===== src/rtl/gport_pkg.sv =====
`timescale 1ns/1ps
package gport_pkg;
    localparam int GP_PINS  = 7;
    localparam int GP_REG_W = GP_PINS + 1;
    localparam int GP_TH    = GP_PINS - 1;

    typedef enum logic {
        OFS_LEVEL = 1'b0,
        OFS_DIR   = 1'b1
    } gp_ofs_e;

    typedef struct packed {
        logic               spare;
        logic [GP_PINS-1:0] lvl;
    } gp_level_t;

    typedef struct packed {
        logic               irq_en;
        logic [GP_PINS-1:0] dir;
    } gp_dir_t;

    localparam gp_level_t GP_LEVEL_RST = '{spare: 1'b0, lvl: '1};
    localparam gp_dir_t   GP_DIR_RST   = '{irq_en: 1'b0, dir: '0};

    // Output lines and the spare bit come from the register, input lines from the pins.
    function automatic logic [GP_REG_W-1:0] gp_blend(gp_level_t stored, gp_dir_t d,
                                                    logic [GP_PINS-1:0] live);
        logic [GP_REG_W-1:0] keep;
        keep = {1'b1, d.dir};
        return (stored & keep) | ({1'b0, live} & ~keep);
    endfunction
endpackage


===== src/rtl/gport_sync.sv =====
`timescale 1ns/1ps
module gport_sync #(
    parameter int             W       = 7,
    parameter int             STAGES  = 2,
    parameter logic [W-1:0]   RST_VAL = '1
) (
    input  logic         clk,
    input  logic         rst,
    input  logic [W-1:0] d,
    output logic [W-1:0] q
);
    logic [STAGES-1:0][W-1:0] stg;

    for (genvar s = 0; s < STAGES; s++) begin : g_stage
        if (s == 0) begin : g_first
            always_ff @(posedge clk) begin
                if (rst) stg[0] <= RST_VAL;
                else     stg[0] <= d;
            end
        end else begin : g_next
            always_ff @(posedge clk) begin
                if (rst) stg[s] <= RST_VAL;
                else     stg[s] <= stg[s-1];
            end
        end
    end

    assign q = stg[STAGES-1];

    if (STAGES >= 2) begin : g_chk
        // the last stage takes the previous stage's value one edge later
        p_sync_chain_r8: assert property (@(posedge clk) disable iff (rst)
            !$past(rst) |-> q == $past(stg[STAGES-2]));
    end
endmodule


===== src/rtl/gport_regfile.sv =====
`timescale 1ns/1ps
module gport_regfile
    import gport_pkg::*;
(
    input  logic                clk,
    input  logic                rst,
    input  logic                cs,
    input  logic                we,
    input  gp_ofs_e             addr,
    input  logic [GP_REG_W-1:0] wdata,
    output gp_level_t           level_q,
    output gp_dir_t             dir_q
);
    logic wr_level, wr_dir;

    always_comb begin
        wr_level = cs && we && (addr == OFS_LEVEL);
        wr_dir   = cs && we && (addr == OFS_DIR);
    end

    always_ff @(posedge clk) begin
        if (rst) begin
            level_q <= GP_LEVEL_RST;
            dir_q   <= GP_DIR_RST;
        end else begin
            if (wr_level) level_q <= gp_level_t'(wdata);
            if (wr_dir)   dir_q   <= gp_dir_t'(wdata);
        end
    end

    p_hold_r2: assert property (@(posedge clk) disable iff (rst)
        !(cs && we) |=> $stable(level_q) && $stable(dir_q));

    p_level_wr_r5: assert property (@(posedge clk) disable iff (rst)
        (cs && we && addr == OFS_LEVEL) |=> level_q == $past(wdata));

    p_dir_wr_r4: assert property (@(posedge clk) disable iff (rst)
        (cs && we && addr == OFS_DIR) |=> dir_q == $past(wdata));
endmodule


===== src/rtl/gport_readmux.sv =====
`timescale 1ns/1ps
module gport_readmux
    import gport_pkg::*;
(
    input  logic                cs,
    input  gp_ofs_e             addr,
    input  gp_level_t           level_q,
    input  gp_dir_t             dir_q,
    input  logic [GP_PINS-1:0]  live,
    output logic [GP_REG_W-1:0] rdata,
    output logic                hl_n
);
    always_comb begin
        rdata = '0;
        if (cs) begin
            unique case (addr)
                OFS_LEVEL: rdata = gp_blend(level_q, dir_q, live);
                OFS_DIR:   rdata = dir_q;
            endcase
        end
        hl_n = dir_q.irq_en ? live[GP_TH] : 1'b1;
    end

    always_comb begin
        // an unselected bus reads zero
        if (!cs) a_idle_read_r10: assert (rdata == '0);
    end
endmodule


===== src/rtl/gport_regs.sv =====
`timescale 1ns/1ps
module gport_regs
    import gport_pkg::*;
#(
    parameter int SYNC_STAGES = 2
) (
    input  logic                clk,
    input  logic                rst,
    input  logic                cs,
    input  logic                we,
    input  logic                addr,
    input  logic [GP_REG_W-1:0] wdata,
    output logic [GP_REG_W-1:0] rdata,
    input  logic [GP_PINS-1:0]  pin_in,
    output logic [GP_PINS-1:0]  pin_oe,
    output logic [GP_PINS-1:0]  pin_out,
    output logic                hl_n
);
    gp_ofs_e            ofs;
    gp_level_t          level_q;
    gp_dir_t            dir_q;
    logic [GP_PINS-1:0] live;

    assign ofs = gp_ofs_e'(addr);

    gport_sync #(
        .W       (GP_PINS),
        .STAGES  (SYNC_STAGES),
        .RST_VAL ({GP_PINS{1'b1}})
    ) u_sync (
        .clk (clk),
        .rst (rst),
        .d   (pin_in),
        .q   (live)
    );

    gport_regfile u_regs (
        .clk     (clk),
        .rst     (rst),
        .cs      (cs),
        .we      (we),
        .addr    (ofs),
        .wdata   (wdata),
        .level_q (level_q),
        .dir_q   (dir_q)
    );

    gport_readmux u_rd (
        .cs      (cs),
        .addr    (ofs),
        .level_q (level_q),
        .dir_q   (dir_q),
        .live    (live),
        .rdata   (rdata),
        .hl_n    (hl_n)
    );

    // Lines whose direction bit is 0 are left undriven (high-impedance).
    assign pin_oe  = dir_q.dir;
    assign pin_out = level_q.lvl;

    p_oe_after_write_r4: assert property (@(posedge clk) disable iff (rst)
        (cs && we && !addr) |=> $stable(pin_oe));

    p_out_after_write_r5: assert property (@(posedge clk) disable iff (rst)
        (cs && we && !addr) |=> pin_out == $past(wdata[GP_PINS-1:0]));

    p_irq_masked_r9: assert property (@(posedge clk) disable iff (rst)
        (cs && we && addr && !wdata[GP_REG_W-1]) |=> hl_n);

    p_irq_follow_r9: assert property (@(posedge clk) disable iff (rst)
        (dir_q.irq_en && !live[GP_TH]) |-> !hl_n);
endmodule


===== config.mk =====
export PLATFORM = sky130hd
export DESIGN_NAME = gport_regs
export DESIGN_NICKNAME = d
export VERILOG_FILES = /design/src/rtl/gport_pkg.sv /design/src/rtl/gport_sync.sv /design/src/rtl/gport_regfile.sv /design/src/rtl/gport_readmux.sv /design/src/rtl/gport_regs.sv
export SDC_FILE = /design/constraint.sdc
export NUM_CORES = 1
export LEC_CHECK = 0
export ABC_CLOCK_PERIOD_IN_PS = 860
export BUFFER_PORTS_ARGS = -buffer_cell sky130_fd_sc_hd__clkbuf_2
export CAP_MARGIN = 10
export CORE_MARGIN = 1.5
export CORE_UTILIZATION = 40
export DETAILED_ROUTE_END_ITERATION = 6
export PLACE_DENSITY = 0.65
export RECOVER_POWER = 50
export SLEW_MARGIN = 20
export SYNTH_ARGS = -nofsm -noshare
export SYNTH_HDL_FRONTEND = slang
export SYNTH_SLANG_ARGS = --single-unit

===== constraint.sdc =====
create_clock -name clk -period 0.86 [get_ports clk]
set_input_delay 0.043 -clock clk [delete_from_list [all_inputs] [get_ports clk]]
set_output_delay 0.043 -clock clk [all_outputs]
set_load 0.005 [all_outputs]

Word-level counts from Yosys, hierarchy flattened
Index checks and enable logic that the tools add are counted.
- flip-flop bits (word level): 30
- output and inout port bits: 23
- mux-type cells: 3
- bitwise gates (word level): 5
- reductions and logical operators: 3
- operators with widths (cell ; number):
    $pmux W8 S2 ; 1
    $and A7 B8 Y8 ; 1
    $and A8 B8 Y8 ; 1
    $mux W8 ; 1
    $not A8 Y8 ; 1
    $or A8 B8 Y8 ; 1
    $logic_and A1 B1 Y1 ; 3
    $mux W1 ; 1
    $not A1 Y1 ; 1

Depth between registers and ports, before layout
- word-level depth: 5
- gate-level depth with buffers: 4
- mapped depth without buffers: 2

Cells and area by module
Synthesis repeated with hierarchy kept, for this count alone.
- cell total of the unflattened synthesis: 133
- area, all modules: 1301.2 µm²
- modules (own cells, without submodules) (module ; instances ; cells an instance ; area an instance (µm²) ; sequential area each (µm²)):
    gport_regfile ; 1 ; 70 ; 690.7 ; 320.3
    gport_sync ; 1 ; 36 ; 431.7 ; 280.3
    gport_readmux ; 1 ; 27 ; 178.9 ; 0.0

Worst setup path after synthesis
OpenSTA, ideal clock, no wires.
- path kind: reg-to-output
- from: register u_regs.dir_q[0] (netlist name)
- to: output port rdata[0]
- arrival time: 0.850 ns
- required time: 0.817 ns
- path slack: -0.033 ns
- cell stages (with the launch flop): 3
- path through: dfxtp_1 -> or3b_1 -> a21boi_0
- cells in the longest elaborated chain, start to end: 5
- elaborated cells between the ends (all ways): 6
- classes of those cells: 2 x mux; 4 x bitwise
- ends and longest elaborated chain (element ; line ; source):
    $not A8 Y8 ; gport_pkg.sv:30 ; return (stored & keep) | ({1'b0, live} & ~keep);
    $and A7 B8 Y8 ; gport_pkg.sv:30 ;
    $or A8 B8 Y8 ; gport_pkg.sv:30 ;
    $pmux W8 S2 (*) ; gport_readmux.sv:16 ; unique case (addr)
    $mux W8 (*) ; gport_readmux.sv:15 ; if (cs) begin
    end: declaration ; gport_regs.sv:13 ; output logic [GP_REG_W-1:0] rdata,
Every way passes the cells marked *; elsewhere a longest branch is shown, timed or not.

Worst setup path after layout
- from: register u_regs.dir_q[1] (netlist name)
- to: output port rdata[1]
- cells in the longest elaborated chain, start to end: 5
- elaborated cells between the ends (all ways): 6
- classes of those cells: 2 x mux; 4 x bitwise
- ends and longest elaborated chain (element ; line):
    $not A8 Y8 ; gport_pkg.sv:30
    $and A7 B8 Y8 ; gport_pkg.sv:30
    $or A8 B8 Y8 ; gport_pkg.sv:30
    $pmux W8 S2 (*) ; gport_readmux.sv:16
    $mux W8 (*) ; gport_readmux.sv:15
Marked as above.

==> impl_metrics.tcl <==
set metrics [dict create \
    status "finished, violations left" \
    violations "negative setup slack" \
    crit_type "register to output pin" \
    cts_buffers 5 \
    rrSetupSlack_ns 0.06 \
    syn_avg_cell_area_um2 9.713 \
    io_pins 43 \
    worstHoldEndpoint "u_sync.q[5]$_SDFF_PP1_" \
    maxSlewViolCount 0 \
    timing.hold.ws_ns 0.1390 \
    pre_cts_slack_ns -0.1839 \
    powerDensity_nw_per_um2 1462 \
    rsz0062_at_grt "true" \
    dp.cells 215 \
    grt_usage_pct 16.09 \
    clk_pin_slew_worst_paths_ns 0.10 \
    power_leakage_nw 0.8382 \
    antenna_left 0 \
    worstPathArrival_ns 1.32 \
    cpMaxStageDelayCell "or3b_1" \
    hold_violations 0 \
    h-tree-depth 2 \
    pwr-share-clk_pct 32.1 \
    min_path_cells 3 \
    worstMarginPinSlew_ns 0.3066 \
    synth.net_count 159 \
    avgRoutedWirePerCell_um 11.85 \
    internal-power_mw 2.105 \
    vias_per_cell 4.436 \
    crit_family "simple AND/OR/NAND/NOR gates" \
    port-buffer-count 42 \
    die_h_um 61.10 \
    max_freq_mhz 734.9 \
    hp-class "input pin to register" \
    grt_pass1_vias 994 \
    vdd_ir_drop_max_v 0.0008101 \
    placed_area_um2 1563 \
    setup_ws_ns -0.5008 \
    hp-start "rst" \
    cts-root-buf "clkbuf_4" \
    drt_first_pass_iters 4 \
    regArea_um2 620.6 \
    drive_gt1_share_pct 51.78 \
    yosysUniqueCellTypes 16 \
    final_util_pct 61.12 \
    ys_ff_latch 30 \
    core_um2 3128 \
    synth_cells 139 \
    yosys_warnings 0 \
    fin_setup_tns_ns -4.155 \
    cp_cell_sequence "or3b_1, a21boi_2, clkbuf_2" \
    final_cell_area_um2 1912 \
    synth_area_um2 1350 \
    fin_worst_skew_ns 0.0005413 \
    clockBufferDepth 2 \
    via_count 1069 \
    grt_pass1_wl_mm 4.298 \
    reg2reg_from "u_regs.dir_q[7]$_SDFFE_PP0P_" \
    crit_buf_inv 1 \
    ys_seq_area_share_pct 44.49 \
    sequentialPowerShare_pct 52.7 \
    antenna_found_initial 0 \
    drt_iter0_markers 21 \
    path_max_fanout 2 \
    cp-startpoint "u_regs.dir_q[1]$_SDFFE_PP0P_" \
    finalSetupViolCount 16 \
    die_w_um 61.10 \
    route.detailed.drc 0 \
    num_rows 20 \
    cts_tree "yes" \
    fin_crit_ns 1.361 \
    grt-ovfl-total 0 \
    start_util_pct 43.16 \
    clock_sinks 30 \
    sw_frac_of_total_pct 24.72 \
    period_share_pct 158.2 \
    power_switching_mw 0.6910 \
    total_power_mw 2.796 \
    nFillCells 281 \
    multiInputGateArea_um2 618.1 \
    end_kind "output pin" \
    fin_cells 241 \
    area_growth_pct 41.61 \
    slew_headroom_pct 79.56 \
    dieArea_um2 3733 \
    clock_latency_ns 0.34 \
    drt-total-wl_mm 2.857 \
    critPathLaunchType "register" \
    comb_power_share_pct 15.2 \
    fin_nets 216 \
    grt_max_degree 46 \
    r2r_cells 4 \
    slowest_delay_ns 0.38 \
    maxCapViolations 0 \
    rr_endpoint "u_regs.dir_q[7]$_SDFFE_PP0P_" \
    gp_congestion 0.7761 \
    hpwlAfterDp_mm 1.876 \
    antenna_cells 0 \
    required_ns 0.82 \
]
[power by group through the flow]
| stage | registers (mW) | logic (mW) | clock network (mW) |
|---|---|---|---|
| after floorplan | 1.50 | 0.210 | 0 |
| after global placement | 1.50 | 0.325 | 0 |
| after detailed placement | 1.50 | 0.333 | 0 |
| after CTS | 1.47 | 0.397 | 0.928 |
| after global routing | 1.48 | 0.467 | 0.995 |
| final | 1.47 | 0.425 | 0.897 |
[placed cells by master (no fill, tap or decap)]
cell type,n
dfxtp_2,16
clkbuf_2,27
clkinvlp_4,1
dlygate4sd3_1,15
or2_2,14
a21boi_1,4
buf_6,13
or3b_1,5
and3b_1,1
o21ai_0,7
clkbuf_4,5
nand2b_4,1
buf_2,7
nand2b_1,17
a21boi_2,3
buf_4,9
nor2_1,14
buf_12,1
mux2i_1,17
or3b_4,2
clkinv_2,1
and3_2,1
nor2b_1,1
clkbuf_8,1
dfxtp_1,14
[worst min-delay path, cell delays in order]
cell and delay [ns]:
clkbuf_2 0.10, buf_12 0.18, or2_2 0.13
[layout make-up]
class,count,share of cell area [%]
multi-input combinational,87,32.33
clock inverter,2,0.6545
timing repair buffer,72,28.99
tap,44,2.880
sequential,30,32.46
clock buffer,6,2.683
[how the worst max path moves through the flow]
stage	end	depth (start not counted)
finish	rdata[1]	3
global route	rdata[2]	3
CTS	rdata[1]	3
detailed placement	u_regs.dir_q[4]$_SDFFE_PP0P_	3
global placement	u_regs.level_q[4]$_SDFFE_PP1P_	4
floorplan	rdata[4]	2
[layer usage]
layer	vias to the layer above	global-route usage [%]	wire length [µm]	share of wire, %
li1	553	-	-	-
met1	487	18.51	1204	42
met2	23	26.75	1477	52
met3	6	6.303	130	4.6
met4	0	6.522	44	1.5
met5	-	0	0	0
[what timing repair did]
action,in CTS,in global routing
endpoints found under the setup margin,23,23
gates cloned,0,0
buffers inserted,2,4
hold buffers,15,0
endpoints found under the hold margin,23,0
resized for setup,19,27
pin swaps,6,10
[cells in the mapped netlist]
cell type / number / area share (%)
o21ai_0: 7 / 2.6
clkbuf_1: 4 / 1.1
buf_6: 2 / 1.7
and3_2: 1 / 0.56
and3b_1: 1 / 0.65
a21boi_1: 2 / 1.1
buf_2: 1 / 0.37
dfxtp_1: 30 / 44
buf_4: 15 / 8.3
or2_2: 14 / 6.5
mux2i_1: 17 / 13
nand2b_1: 18 / 8.3
a21boi_0: 5 / 2.8
or3b_1: 7 / 4.5
nor2b_1: 1 / 0.46
nor2_1: 14 / 3.9
[flip-flops by register name, summed over array words and instances (netlist names)]
| name | flops |
|---|---|
| u_regs.dir_q | 8 |
| u_regs.level_q | 8 |
| u_sync.q | 7 |
| u_sync.stg | 7 |
[kinds of logic after synthesis]
kind of cell           Yosys count  share of synthesized area, %
AO/OA/AOI/OAI                   14                         6.487
buffers and inverters           22                         11.49
flip-flops                      30                         44.49
multiplexers                    17                         12.60
AND/OR/NAND/NOR                 56                         24.93
Note: power is estimated with default switching activity, not from simulation.
